$ cat src/rtl/i2ct_pkg.sv
// Shared types for the I2C target engine.
// Assumes 7-bit addressing and one data byte per bus transfer step.
package i2ct_pkg;
    typedef enum logic [2:0] {
        ST_IDLE,   // not addressed, lines released
        ST_ADDR,   // shifting in the address byte
        ST_AACK,   // acknowledging own address
        ST_RX,     // shifting in a data byte
        ST_RACK,   // acknowledging a data byte
        ST_TX,     // shifting out a data byte
        ST_TACK    // sampling the controller's acknowledge
    } tgt_state_e;

    localparam int NUM_IRQ   = 3;
    localparam int IRQ_START = 0;
    localparam int IRQ_STOP  = 1;
    localparam int IRQ_DATA  = 2;
endpackage

$ cat src/rtl/i2ct_sync.sv
// Multi-stage synchronizer for asynchronous bus lines.
// Assumes an idle-high bus, so every stage resets to 1.
module i2ct_sync #(
    parameter int STAGES = 2,
    parameter int LINES  = 2
) (
    input  logic             clk,
    input  logic             rst_n,
    input  logic [LINES-1:0] d_in,
    output logic [LINES-1:0] q_out
);
    genvar g;
    generate
        for (g = 0; g < LINES; g++) begin : g_line
            logic [STAGES-1:0] chain;
            // shift each line through its own flop chain
            always_ff @(posedge clk) begin
                if (!rst_n) chain <= '1;
                else        chain <= {chain[STAGES-2:0], d_in[g]};
            end
            assign q_out[g] = chain[STAGES-1];
        end
    endgenerate
endmodule

$ cat src/rtl/i2ct_bus_events.sv
// Edge and bus-condition detector on synchronized SCL/SDA.
// Start: SDA falls while SCL stays high. Stop: SDA rises while SCL stays high.
module i2ct_bus_events (
    input  logic clk,
    input  logic rst_n,
    input  logic scl_s,
    input  logic sda_s,
    output logic scl_rise,
    output logic scl_fall,
    output logic start_det,
    output logic stop_det
);
    logic scl_q, sda_q;

    // remember previous sampled levels
    always_ff @(posedge clk) begin
        if (!rst_n) begin
            scl_q <= 1'b1;
            sda_q <= 1'b1;
        end else begin
            scl_q <= scl_s;
            sda_q <= sda_s;
        end
    end

    assign scl_rise  = scl_s & ~scl_q;
    assign scl_fall  = ~scl_s & scl_q;
    assign start_det = scl_s & scl_q & sda_q & ~sda_s;
    assign stop_det  = scl_s & scl_q & ~sda_q & sda_s;
endmodule

$ cat src/rtl/i2ct_irq.sv
// Interrupt sources with raw, mask, masked views and write-1-to-clear.
// A set event in the same cycle as its clear wins over the clear.
module i2ct_irq #(
    parameter int N = 3
) (
    input  logic         clk,
    input  logic         rst_n,
    input  logic [N-1:0] set_i,
    input  logic         mask_wr_i,
    input  logic [N-1:0] mask_wdata_i,
    input  logic         clr_wr_i,
    input  logic [N-1:0] clr_wdata_i,
    output logic [N-1:0] raw_o,
    output logic [N-1:0] mask_o,
    output logic [N-1:0] masked_o,
    output logic         irq_o
);
    logic [N-1:0] clr_vec;
    assign clr_vec = clr_wr_i ? clr_wdata_i : '0;

    // raw status and mask registers
    always_ff @(posedge clk) begin
        if (!rst_n) begin
            raw_o  <= '0;
            mask_o <= '0;
        end else begin
            raw_o <= (raw_o & ~clr_vec) | set_i;
            if (mask_wr_i) mask_o <= mask_wdata_i;
        end
    end

    assign masked_o = raw_o & mask_o;
    assign irq_o    = |masked_o;

    genvar g;
    generate
        for (g = 0; g < N; g++) begin : g_chk
            AST_CLEAR_ONE_BIT: assert property (@(posedge clk) disable iff (!rst_n)
                (clr_wr_i && clr_wdata_i[g] && !set_i[g]) |=> !raw_o[g]);
            AST_EVENT_SETS_RAW: assert property (@(posedge clk) disable iff (!rst_n)
                set_i[g] |=> raw_o[g]);
        end
    endgenerate
endmodule

$ cat src/rtl/i2ct_target.sv
// I2C target engine: address match, ACK, byte shifting, clock stretching.
// Assumes DATA_W = ADDR_W + 1 (address byte carries the direction bit in bit 0).
module i2ct_target
    import i2ct_pkg::*;
#(
    parameter int ADDR_W      = 7,
    parameter int DATA_W      = 8,
    parameter int SYNC_STAGES = 2
) (
    input  logic              clk,
    input  logic              rst_n,
    input  logic              scl_i,
    input  logic              sda_i,
    output logic              scl_pull_o,
    output logic              sda_pull_o,
    input  logic [ADDR_W-1:0] own_addr_i,
    input  logic              dev_active_i,
    input  logic              dr_wr_i,
    input  logic [DATA_W-1:0] dr_wdata_i,
    input  logic              dr_rd_i,
    output logic [DATA_W-1:0] dr_rdata_o,
    output logic              stat_rreq_o,
    output logic              stat_treq_o,
    output logic              stat_first_o,
    input  logic              mask_wr_i,
    input  logic [NUM_IRQ-1:0] mask_wdata_i,
    input  logic              clr_wr_i,
    input  logic [NUM_IRQ-1:0] clr_wdata_i,
    output logic [NUM_IRQ-1:0] irq_raw_o,
    output logic [NUM_IRQ-1:0] irq_mask_o,
    output logic [NUM_IRQ-1:0] irq_masked_o,
    output logic              irq_o
);
    localparam int CNT_W = $clog2(DATA_W);
    localparam logic [CNT_W-1:0] LAST_BIT = CNT_W'(DATA_W - 1);

    logic scl_s, sda_s;
    logic scl_rise, scl_fall, start_det, stop_det;
    tgt_state_e state;
    logic [CNT_W-1:0]  cnt;
    logic [DATA_W-1:0] rx_sh, tx_sh, dreg;
    logic hold, rreq, treq, first, first_pend, got8, hit, rw, nack;
    logic edge_ok, addr_hit, ev_rreq, ev_data;
    logic [NUM_IRQ-1:0] irq_set;

    i2ct_sync #(.STAGES(SYNC_STAGES), .LINES(2)) u_sync (
        .clk(clk), .rst_n(rst_n), .d_in({sda_i, scl_i}), .q_out({sda_s, scl_s}));

    i2ct_bus_events u_ev (
        .clk(clk), .rst_n(rst_n), .scl_s(scl_s), .sda_s(sda_s),
        .scl_rise(scl_rise), .scl_fall(scl_fall),
        .start_det(start_det), .stop_det(stop_det));

    // event decode shared by the state machine and the interrupt block
    always_comb begin
        edge_ok  = dev_active_i && !start_det && !stop_det;
        addr_hit = (rx_sh[ADDR_W-1:0] == own_addr_i);
        ev_rreq  = edge_ok && scl_rise && (state == ST_RX) && (cnt == LAST_BIT);
        ev_data  = ev_rreq
                 || (edge_ok && scl_rise && (state == ST_ADDR) && (cnt == LAST_BIT) && addr_hit && sda_s)
                 || (edge_ok && scl_fall && (state == ST_TACK) && !nack);
        irq_set            = '0;
        irq_set[IRQ_START] = dev_active_i && start_det;
        irq_set[IRQ_STOP]  = dev_active_i && stop_det;
        irq_set[IRQ_DATA]  = ev_data;
    end

    // bit engine, handshake flags and clock-stretch control
    always_ff @(posedge clk) begin
        if (!rst_n) begin
            state <= ST_IDLE; cnt <= '0; rx_sh <= '0; tx_sh <= '0; dreg <= '0;
            hold <= 1'b0; rreq <= 1'b0; treq <= 1'b0; first <= 1'b0;
            first_pend <= 1'b0; got8 <= 1'b0; hit <= 1'b0; rw <= 1'b0; nack <= 1'b0;
        end else begin
            if (dr_wr_i) dreg <= dr_wdata_i;
            if (!dev_active_i) begin
                state <= ST_IDLE; hold <= 1'b0; treq <= 1'b0; got8 <= 1'b0;
            end else begin
                if (dr_wr_i && treq) begin
                    tx_sh <= dr_wdata_i;
                    treq  <= 1'b0;
                end
                if (hold && state == ST_TX && !treq) hold <= 1'b0;
                if (dr_rd_i) begin
                    rreq  <= 1'b0;
                    first <= 1'b0;
                    if (state == ST_RACK) hold <= 1'b0;
                end
                if (start_det) begin
                    state <= ST_ADDR; cnt <= '0; got8 <= 1'b0; hold <= 1'b0; treq <= 1'b0;
                end else if (stop_det) begin
                    state <= ST_IDLE; hold <= 1'b0; treq <= 1'b0;
                end else if (scl_rise) begin
                    if (state == ST_ADDR || state == ST_RX) begin
                        rx_sh <= {rx_sh[DATA_W-2:0], sda_s};
                        cnt   <= cnt + 1'b1;
                        if (cnt == LAST_BIT) begin
                            got8 <= 1'b1;
                            if (state == ST_ADDR) begin
                                hit <= addr_hit;
                                rw  <= sda_s;
                                if (addr_hit && sda_s) treq <= 1'b1;
                            end else begin
                                dreg  <= {rx_sh[DATA_W-2:0], sda_s};
                                rreq  <= 1'b1;
                                first <= first_pend;
                            end
                        end
                    end else if (state == ST_TACK) begin
                        nack <= sda_s;
                    end
                end else if (scl_fall) begin
                    case (state)
                        ST_ADDR: if (got8) begin
                            got8  <= 1'b0;
                            state <= hit ? ST_AACK : ST_IDLE;
                        end
                        ST_AACK: begin
                            cnt <= '0;
                            if (rw) begin
                                state <= ST_TX;
                                hold  <= treq && !dr_wr_i;
                            end else begin
                                state      <= ST_RX;
                                first_pend <= 1'b1;
                            end
                        end
                        ST_RX: if (got8) begin
                            got8  <= 1'b0;
                            state <= ST_RACK;
                            hold  <= rreq && !dr_rd_i;
                        end
                        ST_RACK: begin
                            state      <= ST_RX;
                            cnt        <= '0;
                            first_pend <= 1'b0;
                        end
                        ST_TX: begin
                            if (cnt == LAST_BIT) state <= ST_TACK;
                            else begin
                                tx_sh <= {tx_sh[DATA_W-2:0], 1'b0};
                                cnt   <= cnt + 1'b1;
                            end
                        end
                        ST_TACK: begin
                            if (nack) state <= ST_IDLE;
                            else begin
                                state <= ST_TX; cnt <= '0; treq <= 1'b1; hold <= 1'b1;
                            end
                        end
                        default: ;
                    endcase
                end
            end
        end
    end

    assign scl_pull_o   = hold;
    assign sda_pull_o   = dev_active_i && ((state == ST_AACK) || (state == ST_RACK)
                          || (state == ST_TX && !treq && !tx_sh[DATA_W-1]));
    assign dr_rdata_o   = dreg;
    assign stat_rreq_o  = rreq;
    assign stat_treq_o  = treq;
    assign stat_first_o = first;

    i2ct_irq #(.N(NUM_IRQ)) u_irq (
        .clk(clk), .rst_n(rst_n), .set_i(irq_set),
        .mask_wr_i(mask_wr_i), .mask_wdata_i(mask_wdata_i),
        .clr_wr_i(clr_wr_i), .clr_wdata_i(clr_wdata_i),
        .raw_o(irq_raw_o), .mask_o(irq_mask_o), .masked_o(irq_masked_o), .irq_o(irq_o));

    AST_OFF_NO_PULL: assert property (@(posedge clk) disable iff (!rst_n)
        !dev_active_i |=> (!scl_pull_o && !sda_pull_o));
    AST_FIRST_NEEDS_RREQ: assert property (@(posedge clk) disable iff (!rst_n)
        stat_first_o |-> stat_rreq_o);
    AST_HOLD_NEEDS_REQ: assert property (@(posedge clk) disable iff (!rst_n)
        scl_pull_o |-> (stat_treq_o || stat_rreq_o || state == ST_TX));
    AST_READ_DROPS_RREQ: assert property (@(posedge clk) disable iff (!rst_n)
        (dr_rd_i && dev_active_i && !ev_rreq) |=> !stat_rreq_o);
endmodule

$ cat config.mk
export PLATFORM = sky130hd
export DESIGN_NAME = i2ct_target
export DESIGN_NICKNAME = d
export VERILOG_FILES = /design/src/rtl/i2ct_pkg.sv /design/src/rtl/i2ct_sync.sv /design/src/rtl/i2ct_bus_events.sv /design/src/rtl/i2ct_irq.sv /design/src/rtl/i2ct_target.sv
export SDC_FILE = /design/constraint.sdc
export NUM_CORES = 1
export LEC_CHECK = 0
export BUFFER_PORTS_ARGS = -buffer_cell sky130_fd_sc_hd__buf_4
export CAP_MARGIN = 10
export CORE_UTILIZATION = 55
export CTS_CLUSTER_DIAMETER = 80
export DETAILED_ROUTE_END_ITERATION = 7
export PLACE_DENSITY = 0.86
export SYNTH_ARGS = -nofsm -noshare
export SYNTH_HDL_FRONTEND = slang
export SYNTH_HIERARCHICAL = 1
export SYNTH_SLANG_ARGS = --single-unit
$ cat constraint.sdc
create_clock -name clk -period 2.66 [get_ports clk]
set_clock_uncertainty 0.05 [all_clocks]
set_input_delay 0.266 -clock clk [delete_from_list [all_inputs] [get_ports clk]]
set_output_delay 0.266 -clock clk [all_outputs]
set_load 0.02 [all_outputs]
==> reports/metrics.csv, run 1 <==
metric,value,unit
slew at the pin closest to its max-slew limit,719,ps
Mapped Avg Cell Area,8.92,µm²
required time of the critical path,2850,ps
sequential element share of the synthesized area,37.8,%
Avg WL per Cell,15.0,µm
clock buffer depth,2,
number of H-tree branching levels,2,
iteration-0 DRC count of the detailed router,153,
Worst-path clk slew,100,ps
area of the mapped netlist,0.00265,mm²
post-CTS sizing,0,
number of search-and-repair iterations in the first detailed-routing pass,4,
post-placement setup slack,443,ps
headroom to the max-slew limit,52.0,%
met2 demand-to-capacity share in global routing,40.1,%
switch share,23.3,%
Critical Path Fanout Max,9,
internal power consumption,1.14,mW
final worst setup slack,379,ps
Final min period,2280,ps
first-pass GRT wire length,9.85,mm
peak ir drop on the vdd network,453,µV
TritonCTS clock tree,yes,
FP Rows,24,
antenna violations before repair,0,
synthesized netlist net count,330,
Die Outline Area,0.00510,mm²
Initial Utilization,58.8,%
remaining antenna violation count,0,
Cell Pwr Density,470,mW/mm²
final-layout fill cell count,359,
Port Buf Inserts,52,
number of flops mapped to enable cells by yosys,0,
Final period util,85.8,%
Final Hold Viols,0,
horizontal die dimension,71.4,µm
Clk network pwr share,38.7,%
LEAKAGE,1.39,nW
launching point of the worst reg2reg path,u_sync/g_line[1].chain[1]$_SDFF_PN1_,
fraction of final layout cells sized beyond drive strength 1,20.8,%
GPL Wtd Cong,0.909,
path class of the lowest-slack min-delay path,input pin to register,
area used by sequential logic in the layout,0.00100,mm²
"commonest non-fill, non-tap cell in the layout",sky130_fd_sc_hd__buf_4,
post-layout net count,378,
Die H,71.4,µm
vias per std cell,5.90,
"Remaining Overflow, GRT",0,
number of sinks on the clock net,50,
signal arrival time at the worst endpoint,2470,ps
hpwl dp,4.43,mm
Post-Route WL,5.97,mm
accumulated negative setup slack,0,ps
Layout area overhead,19.8,%
later-pin clock latency in the skew report,310,ps
routed vias,2347,
sequential power share,51.9,%
fraction of synthesis flops using an asynchronous set or reset pin,0,%
maximum operating frequency,0.438,GHz
hold buffers post-CTS,0,
Core Region,0.00450,mm²
source of the critical timing path,u_sync/g_line[1].chain[1]$_SDFF_PN1_,
overall fraction of global-route tracks in use,24.4,%
synthesized instance count,297,
setup repair after global routing missed its margin,no,
"Distinct cells, synth",46,
Multi-input gate area,0.00152,mm²
post-CTS setup repair buffer count,0,
startpoint type of the worst setup path,register,
buffer cell driving the clock tree root,sky130_fd_sc_hd__clkbuf_8,
top-level port count,53,
number of max-cap violations,0,
Crit Path Category,register to register,
number of global-route vias before repair,2125,
met1 track demand over resource,32.2,%
sw power,0.347,mW
"commonest cells after routing, fill and taps aside","57 x sky130_fd_sc_hd__buf_4, 50 x sky130_fd_sc_hd__dfxtp_1, 25 x sky130_fd_sc_hd__nand2_1, 25 x sky130_fd_sc_hd__mux2i_1, 23 x sky130_fd_sc_hd__nor2b_1",
largest net degree at the start of global routing,43,
number of diodes,0,
count of yosys warnings during synthesis,6,
number of setup violations in the final report,0,
met3 usage,4.92,%
"FF+latch count, synth",50,
start point of the worst hold path,sda_i,
status,finished clean,
busiest layer in global routing,met2,
Gate power share,9.4,%
DR DRC count,0,
most instantiated flip-flop cell in the synthesis netlist,sky130_fd_sc_hd__dfxtp_1,
endpoint type of the worst setup path,register,
Inserted Clock Buffers,5,
"Slew Viols, Final",0,
## layer usage
metal | part of all wire [%] | wire [µm] | vias to the layer above
li1 | - | - | 1154
met1 | 46 | 2730 | 1119
met2 | 49 | 2900 | 61
met3 | 4.0 | 239 | 13
met4 | 1.8 | 105 | 0
met5 | 0 | 0 | -
## area by class of cell
cell class | count | share of cell area, %
clock buffers | 6 | 2.60
inverters | 10 | 1.18
flip-flops and latches | 50 | 31.5
well taps | 52 | 2.05
multi-input cells | 221 | 47.9
repair buffers | 57 | 13.5
clock inverters | 2 | 1.22
## logic make-up after synthesis
logic type / share of synthesized area (%)
mux: 9.87
compound gates: 17.2
flops: 37.8
xor+xnor: 2.31
simple gates: 26.6
fa+ha+maj: 1.42
buf+inv: 4.82
## worst paths after layout
path | end | slack, ps | cells past startpoint
min | u_sync/g_line[1].chain[0]$_SDFF_PN1_ | 80 | 2
max | u_irq/raw_o[2]$_SDFF_PN0_ | 380 | 7
min reg2reg | u_sync/g_line[0].chain[1]$_SDFF_PN1_ | 370 | 1
max reg2reg | u_irq/raw_o[2]$_SDFF_PN0_ | 380 | 7
## through the flow
step,hold slack (ps),std cells,util [%],instance area [µm²],power [mW]
2_1_floorplan,289,297,-,2650,0.863
3_3_place_gp,342,390,67.8,3050,0.928
3_5_place_dp,348,390,67.8,3050,0.930
4_1_cts,87.5,398,70.5,3170,1.49
5_1_grt,75.4,398,70.5,3170,1.54
6_report,84.6,398,70.5,3170,1.49
## state kept, by name, indices dropped and copies added, names as in the netlist, 3 cells and up
| name | cells |
|---|---|
| rx_sh | 7 |
| u_irq/raw_o | 3 |
| state | 3 |
| u_sync/g_line.chain | 4 |
| tx_sh | 8 |
| u_irq/mask_o | 3 |
| dr_rdata_o | 8 |
| cnt | 3 |
## worst max-delay path, stage by stage, from the launching register on
cell                      delay (ps)
sky130_fd_sc_hd__dfxtp_1         480
sky130_fd_sc_hd__and4b_1         330
sky130_fd_sc_hd__nor3b_2         330
sky130_fd_sc_hd__and2_1          300
sky130_fd_sc_hd__a41oi_1         180
sky130_fd_sc_hd__a21oi_1         220
sky130_fd_sc_hd__o21ai_0         140
sky130_fd_sc_hd__a31oi_1         180
## Yosys cell counts, types with 2 or more instances
| cell | instances | share of area, % |
|---|---|---|
| sky130_fd_sc_hd__nand2b_1 | 13 | 3.1 |
| sky130_fd_sc_hd__nand4_1 | 4 | 0.94 |
| sky130_fd_sc_hd__and2_1 | 7 | 1.7 |
| sky130_fd_sc_hd__buf_4 | 3 | 0.85 |
| sky130_fd_sc_hd__and3b_1 | 2 | 0.66 |
| sky130_fd_sc_hd__nor4_1 | 3 | 0.71 |
| sky130_fd_sc_hd__nor3_1 | 5 | 0.94 |
| sky130_fd_sc_hd__a311oi_1 | 2 | 0.66 |
| sky130_fd_sc_hd__nand2_1 | 25 | 3.5 |
| sky130_fd_sc_hd__nor2b_1 | 23 | 5.4 |
| sky130_fd_sc_hd__a21oi_1 | 17 | 3.2 |
| sky130_fd_sc_hd__clkbuf_1 | 8 | 1.1 |
| sky130_fd_sc_hd__mux2i_1 | 25 | 9.4 |
| sky130_fd_sc_hd__a31oi_1 | 3 | 0.71 |
| sky130_fd_sc_hd__and3_1 | 10 | 2.4 |
| sky130_fd_sc_hd__a21boi_0 | 7 | 2.0 |
| sky130_fd_sc_hd__dfxtp_1 | 50 | 38 |
| sky130_fd_sc_hd__xor2_1 | 3 | 0.99 |
| sky130_fd_sc_hd__inv_1 | 10 | 1.4 |
| sky130_fd_sc_hd__nand3_1 | 6 | 1.1 |
| sky130_fd_sc_hd__and4b_1 | 2 | 0.76 |
| sky130_fd_sc_hd__ha_1 | 3 | 1.4 |
| sky130_fd_sc_hd__xnor2_1 | 4 | 1.3 |
| sky130_fd_sc_hd__o211a_1 | 9 | 3.4 |
| sky130_fd_sc_hd__o21ai_0 | 15 | 2.8 |
| sky130_fd_sc_hd__nor2_1 | 12 | 1.7 |
| sky130_fd_sc_hd__buf_6 | 2 | 0.85 |
| sky130_fd_sc_hd__buf_2 | 3 | 0.57 |
| sky130_fd_sc_hd__o2bb2ai_1 | 4 | 1.3 |
## power groups by stage
stage,Combinational [mW],Clock [mW],Sequential (mW)
global route,0.151,0.616,0.776
floorplan,0.0636,0,0.800
CTS,0.140,0.579,0.773
finish,0.140,0.577,0.774
global placement,0.137,0,0.791
detailed placement,0.139,0,0.791
Power figures use the tool's default switching activity.
==> run 2: changes to the inputs <==
--- a/config.mk
+++ b/config.mk
@@ -7,10 +7,11 @@
 export LEC_CHECK = 0
 export BUFFER_PORTS_ARGS = -buffer_cell sky130_fd_sc_hd__buf_4
 export CAP_MARGIN = 10
-export CORE_UTILIZATION = 55
+export CORE_UTILIZATION = 57
+export CTS_BUF_LIST = sky130_fd_sc_hd__clkbuf_8
 export CTS_CLUSTER_DIAMETER = 80
 export DETAILED_ROUTE_END_ITERATION = 7
-export PLACE_DENSITY = 0.86
+export PLACE_DENSITY = 0.88
 export SYNTH_ARGS = -nofsm -noshare
 export SYNTH_HDL_FRONTEND = slang
 export SYNTH_HIERARCHICAL = 1
==> run 2 against run 1 <==
  * Flip-flop and latch count unchanged
  * Clock power decreased by 25%
  * Design area fell by 1.3%
  * Critical path depth stayed put
  * Combinational power is essentially flat
  * Worst hold slack better by 1.8 ps
  * First-iteration DRC count rose by 22%
  * Setup slack better by 110 ps
  * Sequential power barely moved
  * Critical endpoint unchanged
  * Largest power group unchanged
  * Highest routed layer unchanged
==> reports/metrics.csv, run 2 (same netlist as run 1, synthesis figures left out) <==
metric,value,unit,change
status,finished clean,,
TritonCTS clock tree,yes,,
FP Rows,24,,unchanged
"Remaining Overflow, GRT",0,,unchanged
hold buffers post-CTS,0,,unchanged
"commonest cells after routing, fill and taps aside","57 x sky130_fd_sc_hd__buf_4, 50 x sky130_fd_sc_hd__dfxtp_1, 25 x sky130_fd_sc_hd__nand2_1, 25 x sky130_fd_sc_hd__mux2i_1, 23 x sky130_fd_sc_hd__nor2b_1",,
Final min period,2170,ps,-111 ps
later-pin clock latency in the skew report,310,ps,about the same
maximum operating frequency,0.461,GHz,+5.1%
number of setup violations in the final report,0,,unchanged
cell breakdown of the critical path,and4b_1 > nor3b_2 > and2_1 > a41oi_1 > a21oi_1 > o21ai_0 > a31oi_1,,
fraction of final layout cells sized beyond drive strength 1,20.3,%,-0.52 points
Final period util,81.6,%,-4.2 points
Worst-path clk slew,90,ps,about the same
Crit Path Category,register to register,,
final core utilization,71.0,%,+0.50 points
antenna violations before repair,0,,unchanged
top-level port count,53,,unchanged
number of max-cap violations,0,,unchanged
signal arrival time at the worst endpoint,2360,ps,-110 ps
"Slew Viols, Final",0,,unchanged
Inserted Clock Buffers,5,,unchanged
final total power,1.35,mW,-9.6%
Placed Area,0.00305,mm²,unchanged
"commonest non-fill, non-tap cell in the layout",sky130_fd_sc_hd__buf_4,,
number of search-and-repair iterations in the first detailed-routing pass,5,,+1
startpoint type of the worst setup path,register,,
required time of the critical path,2850,ps,about the same
clock buffer depth,2,,unchanged
number of diodes,0,,unchanged
vias per std cell,5.81,,-1.4%
post-layout net count,378,,unchanged
post-CTS sizing,0,,unchanged
overall fraction of global-route tracks in use,24.9,%,+0.56 points
DR DRC count,0,,unchanged
number of buffers and inverters on the critical path,0,,unchanged
Die H,70.2,µm,-1.7%
biggest cell delay along the critical path,470,ps,about the same
Layout area overhead,18.2,%,
"Non-Filler Cell Area, Final",0.00313,mm²,-1.3%
highest-delay cell along the critical path,sky130_fd_sc_hd__dfxtp_1,,
horizontal die dimension,70.2,µm,-1.7%
setup repair after global routing missed its margin,no,,
headroom to the max-slew limit,52.0,%,+0.073 points
endpoint type of the worst setup path,register,,
accumulated negative setup slack,0,ps,unchanged
Core Region,0.00441,mm²,-2.0%
first-pass GRT wire length,9.72,mm,-1.3%
path class of the lowest-slack min-delay path,input pin to register,,
routed vias,2308,,-1.7%
number of global-route vias before repair,2020,,-4.9%
iteration-0 DRC count of the detailed router,187,,+22%
post-CTS setup repair buffer count,0,,unchanged
LEAKAGE,1.37,nW,-1.5%
Critical Path Fanout Max,9,,unchanged
Die Outline Area,0.00493,mm²,-3.4%
Final Hold Viols,0,,unchanged
Avg WL per Cell,15.1,µm,+0.49%
Cell Pwr Density,430,mW/mm²,-8.4%
Initial Utilization,60.0,%,+1.2 points
hpwl dp,4.43,mm,-0.11%
slew at the pin closest to its max-slew limit,718,ps,-1.10 ps
remaining antenna violation count,0,,unchanged
gate family responsible for the most delay along the worst path,simple AND/OR/NAND/NOR gates,,
number of sinks on the clock net,50,,unchanged
buffer cell driving the clock tree root,sky130_fd_sc_hd__clkbuf_8,,
Post-Route WL,5.98,mm,+0.23%
peak ir drop on the vdd network,296,µV,-35%
number of H-tree branching levels,2,,unchanged
largest net degree at the start of global routing,43,,unchanged
Port Buf Inserts,52,,unchanged
GPL Wtd Cong,0.920,,+1.2%
## run 2: worst register-to-register path, stage by stage (launching register included)
cell	delay [ps]
sky130_fd_sc_hd__dfxtp_1	470
sky130_fd_sc_hd__and4b_1	330
sky130_fd_sc_hd__nor3b_2	370
sky130_fd_sc_hd__and2_1	300
sky130_fd_sc_hd__a41oi_1	140
sky130_fd_sc_hd__a21oi_1	170
sky130_fd_sc_hd__o21ai_0	100
sky130_fd_sc_hd__a31oi_1	170
## run 2: final cells by class
cell class / instances / area (µm²)
Clock inverter: 2 / 11.3
Inverter: 10 / 37.5
Tap cell: 52 / 65.1
Timing Repair Buffer: 57 / 428
Sequential cell: 50 / 1000
Fill cell: 327 / 1280
Clock buffer: 5 / 68.8
Multi-Input combinational cell: 221 / 1520
## run 2: metal layers
layer  wire (µm)  vias to the layer above  track usage [%]
li1            -                     1153                -
met1        2780                     1086             34.3
met2        2880                       61             38.7
met3         238                        8             5.48
met4          87                        0             8.44
met5           0                        -                0
## run 2: power breakdown
part	internal, mW	switching (mW)	total (mW)
registers	0.762	0.0112	0.773
clock network	0.177	0.255	0.433
logic	0.0723	0.0691	0.141
## run 2: final timing paths
kind	from	to	depth (start not counted)	slack, ps
hold / removal	clr_wdata_i[1]	u_irq/raw_o[1]$_SDFF_PN0_	2	90
setup reg to reg	u_sync/g_line[1].chain[1]$_SDFF_PN1_	u_irq/raw_o[2]$_SDFF_PN0_	7	490
hold reg to reg	u_sync/g_line[1].chain[0]$_SDFF_PN1_	u_sync/g_line[1].chain[1]$_SDFF_PN1_	1	370
setup / recovery	u_sync/g_line[1].chain[1]$_SDFF_PN1_	u_irq/raw_o[2]$_SDFF_PN0_	7	490
## run 2: per-stage QoR
step                      setup slack, ps  cells  hold WS, ps
after floorplan                       516    297          289
after global placement                569    390          340
after detailed placement              537    390          348
after CTS                             514    397         82.5
after global routing                  248    397         80.9
final                                 490    397         86.4
==> run 3: changes to the inputs <==
--- a/config.mk
+++ b/config.mk
@@ -5,13 +5,14 @@
 export SDC_FILE = /design/constraint.sdc
 export NUM_CORES = 1
 export LEC_CHECK = 0
+export ABC_AREA = 1
 export BUFFER_PORTS_ARGS = -buffer_cell sky130_fd_sc_hd__buf_4
 export CAP_MARGIN = 10
-export CORE_UTILIZATION = 57
+export CORE_UTILIZATION = 51
 export CTS_BUF_LIST = sky130_fd_sc_hd__clkbuf_8
 export CTS_CLUSTER_DIAMETER = 80
 export DETAILED_ROUTE_END_ITERATION = 7
-export PLACE_DENSITY = 0.88
+export PLACE_DENSITY = 0.84
 export SYNTH_ARGS = -nofsm -noshare
 export SYNTH_HDL_FRONTEND = slang
 export SYNTH_HIERARCHICAL = 1
==> constraint.sdc (replaced) <==
create_clock -name clk -period 1.95 [get_ports clk]
set_clock_uncertainty 0.05 [all_clocks]
set_input_delay 0.195 -clock clk [delete_from_list [all_inputs] [get_ports clk]]
set_output_delay 0.195 -clock clk [all_outputs]
set_load 0.02 [all_outputs]
==> run 3 against run 2 <==
  * Power up 49%
  * Clock power up 70%
  * Global-route usage up 0.083 points
  * Worst hold slack worse by 26 ps
  * Sequential power up 36%
  * Combinational power up 53%
  * Critical path type unchanged
  * Largest power group unchanged
==> reports/metrics.csv, run 3 <==
metric,value,unit,change
top-level port count,53,,unchanged
final worst setup slack,173,ps,-317 ps
FP Rows,25,,+4.2%
antenna violations before repair,0,,unchanged
post-synth top area share,38.6,%,+0.86 points
post-placement setup slack,133,ps,-403 ps
Mapped Avg Cell Area,6.98,µm²,-22%
peak ir drop on the vdd network,549,µV,+86%
LEAKAGE,1.47,nW,+7.9%
"Slew Viols, Final",0,,unchanged
post-layout net count,455,,+20%
number of H-tree branching levels,2,,unchanged
"Distinct cells, synth",32,,-30%
synthesized instance count,371,,+25%
startpoint type of the worst setup path,register,,
slew at the pin closest to its max-slew limit,391,ps,-327 ps
hpwl dp,4.68,mm,+5.8%
"synthesized-area fraction occupied by ao, oa, aoi and oai cells",18.1,%,+0.83 points
combinational family with the most area after synthesis,simple AND/OR/NAND/NOR gates,,
sequential element share of the synthesized area,38.6,%,+0.86 points
signal arrival time at the worst endpoint,1970,ps,-390 ps
setup repair after global routing missed its margin,no,,
share of the synthesized netlist area taken by xor and xnor gates,2.37,%,+0.053 points
Layout area overhead,21.6,%,
Final Hold Viols,0,,unchanged
count of yosys warnings during synthesis,6,,unchanged
"FF+latch count, synth",50,,unchanged
path class of the lowest-slack min-delay path,input pin to register,,
Port Buf Inserts,52,,unchanged
Core Region,0.00482,mm²,+9.1%
number of global-route vias before repair,2269,,+12%
post-CTS setup repair buffer count,0,,unchanged
Die Outline Area,0.00537,mm²,+9.0%
horizontal die dimension,73.3,µm,+4.4%
most frequent cell after synthesis,sky130_fd_sc_hd__nand2_1,,
final-layout fill cell count,442,,+35%
Final min period,1780,ps,-393 ps
synthesized netlist net count,404,,+22%
area of the mapped netlist,0.00259,mm²,-2.2%
number of setup violations in the final report,0,,unchanged
Inserted Clock Buffers,5,,unchanged
"commonest non-fill, non-tap cell in the layout",sky130_fd_sc_hd__nand2_1,,
vias per std cell,5.18,,-11%
endpoint type of the worst setup path,register,,
post-synthesis simple-gate area fraction,25.3,%,-1.3 points
headroom to the max-slew limit,73.9,%,+22 points
Die H,73.3,µm,+4.4%
mux cell area share after synthesis,3.48,%,-6.4 points
Synth top cells by count,"75 x sky130_fd_sc_hd__nand2_1, 50 x sky130_fd_sc_hd__dfxtp_1, 46 x sky130_fd_sc_hd__inv_1",,
first-pass GRT wire length,10.2,mm,+5.3%
fraction of final layout cells sized beyond drive strength 1,22.2,%,+1.9 points
synthesized-area fraction occupied by adder cells,1.45,%,+0.032 points
Crit Path Category,register to register,,
Post-Route WL,6.14,mm,+2.7%
required time of the critical path,2140,ps,-710 ps
iteration-0 DRC count of the detailed router,166,,-11%
routed vias,2537,,+9.9%
Initial Utilization,53.8,%,-6.2 points
"Remaining Overflow, GRT",0,,unchanged
Worst-path clk slew,90,ps,about the same
largest net degree at the start of global routing,22,,-49%
largest area contributor in the synthesized netlist,sky130_fd_sc_hd__dfxtp_1,,
final core utilization,65.4,%,-5.6 points
Avg WL per Cell,12.5,µm,-17%
number of flops mapped to enable cells by yosys,0,,unchanged
Critical Path Fanout Max,6,,-3
"commonest cells after routing, fill and taps aside","74 x sky130_fd_sc_hd__nand2_1, 54 x sky130_fd_sc_hd__buf_4, 47 x sky130_fd_sc_hd__dfxtp_1, 46 x sky130_fd_sc_hd__inv_1, 41 x sky130_fd_sc_hd__a21oi_1",,
most instantiated flip-flop cell in the synthesis netlist,sky130_fd_sc_hd__dfxtp_1,,
remaining antenna violation count,0,,unchanged
number of diodes,0,,unchanged
TritonCTS clock tree,yes,,
accumulated negative setup slack,0,ps,unchanged
Final period util,91.1,%,+9.6 points
final total power,2.01,mW,+49%
number of max-cap violations,0,,unchanged
later-pin clock latency in the skew report,310,ps,about the same
maximum operating frequency,0.563,GHz,+22%
fraction of synthesis flops using an asynchronous set or reset pin,0,%,unchanged
number of sinks on the clock net,50,,unchanged
Cell Pwr Density,636,mW/mm²,+48%
clock buffer depth,2,,unchanged
DR DRC count,0,,unchanged
GPL Wtd Cong,0.918,,-0.16%
top post-synthesis cells by area,"sky130_fd_sc_hd__dfxtp_1 39%, sky130_fd_sc_hd__nand2_1 11%, sky130_fd_sc_hd__a21oi_1 7.9%",,
overall fraction of global-route tracks in use,25.0,%,+0.083 points
buffer cell driving the clock tree root,sky130_fd_sc_hd__clkbuf_8,,
number of search-and-repair iterations in the first detailed-routing pass,4,,-1
Fin Hold WS,59.9,ps,-26.5 ps
status,finished clean,,
-- run 3: cell types whose count changed in the layout (fill, tap and decap cells not counted), sizes merged, moves of 23 or more --
cell / change
nand2: +50
a21oi: +25
nor2: +29
nor2b: -23
inv: +40
mux2i: -25
-- run 3: metrics by stage --
step	instance area [µm²]	instances
after floorplan	2590	371
after global placement	3000	480
after detailed placement	3000	480
after CTS	3130	490
after global routing	3150	490
final	3150	490
-- run 3: logic make-up (layout without fill, tap and decap cells) --
family	Yosys count	in the layout
and+or+nand+nor	152	152
AOI/OAI and AO/OA	87	87
buffers and inverters	64	116
DFF	50	50
muxes	8	8
xor gates and xnor gates	7	7
adders and majority gates	3	3
-- run 3: power breakdown --
part           switching (mW)  leakage, nW  internal, mW
registers              0.0123        0.407          1.04
logic                   0.116         1.01        0.0996
clock network           0.351       0.0585         0.385
total                   0.480         1.47          1.53
-- run 3: worst max-delay path: stages, from the launching register on --
cell and delay (ps):
sky130_fd_sc_hd__dfxtp_1 370, sky130_fd_sc_hd__ha_1 160, sky130_fd_sc_hd__ha_1 280, sky130_fd_sc_hd__nand3_1 190
sky130_fd_sc_hd__nor2_1 210, sky130_fd_sc_hd__nand2_1 90, sky130_fd_sc_hd__o21ai_1 180, sky130_fd_sc_hd__inv_1 60
sky130_fd_sc_hd__a21oi_1 130
-- run 3: path summary, 6_finish.rpt --
check | from | to | slack (ps) | cells after the start
worst max-delay path | cnt[0]$_SDFFE_PN0P_ | u_irq/raw_o[2]$_SDFF_PN0_ | 170 | 8
worst min-delay path | mask_wdata_i[2] | u_irq/mask_o[2]$_SDFFE_PN0P_ | 60 | 3
worst max register to register | cnt[0]$_SDFFE_PN0P_ | u_irq/raw_o[2]$_SDFF_PN0_ | 170 | 8
worst min register to register | u_sync/g_line[0].chain[0]$_SDFF_PN1_ | u_sync/g_line[0].chain[1]$_SDFF_PN1_ | 360 | 2
-- run 3: area by class of cell --
type / count / area [µm²] / share of cell area (%)
multi-input combinational: 257 / 1330 / 42.1
sequential: 50 / 1000 / 31.9
timing repair buffer: 56 / 425 / 13.5
inverter: 52 / 196 / 6.24
tap: 67 / 83.8 / 2.66
clock buffer: 5 / 68.8 / 2.18
clock inverter: 3 / 43.8 / 1.39
-- run 3: timing repair --
item                                    in CTS  in global routing
hold endpoints to repair                     2                  0
resized for setup                            0                  8
endpoints found under the setup margin       0                 17
hold buffers                                 2                  0
-- run 3: layer usage --
| layer | share of wire [%] | GRT usage [%] | routed length [µm] | up-vias |
|---|---|---|---|---|
| met1 | 47 | 34.3 | 2870 | 1154 |
| li1 | - | - | - | 1311 |
| met3 | 3.8 | 3.98 | 234 | 9 |
| met2 | 47 | 39.6 | 2920 | 63 |
| met5 | 0 | 0 | 0 | - |
| met4 | 2.0 | 9.59 | 120 | 0 |
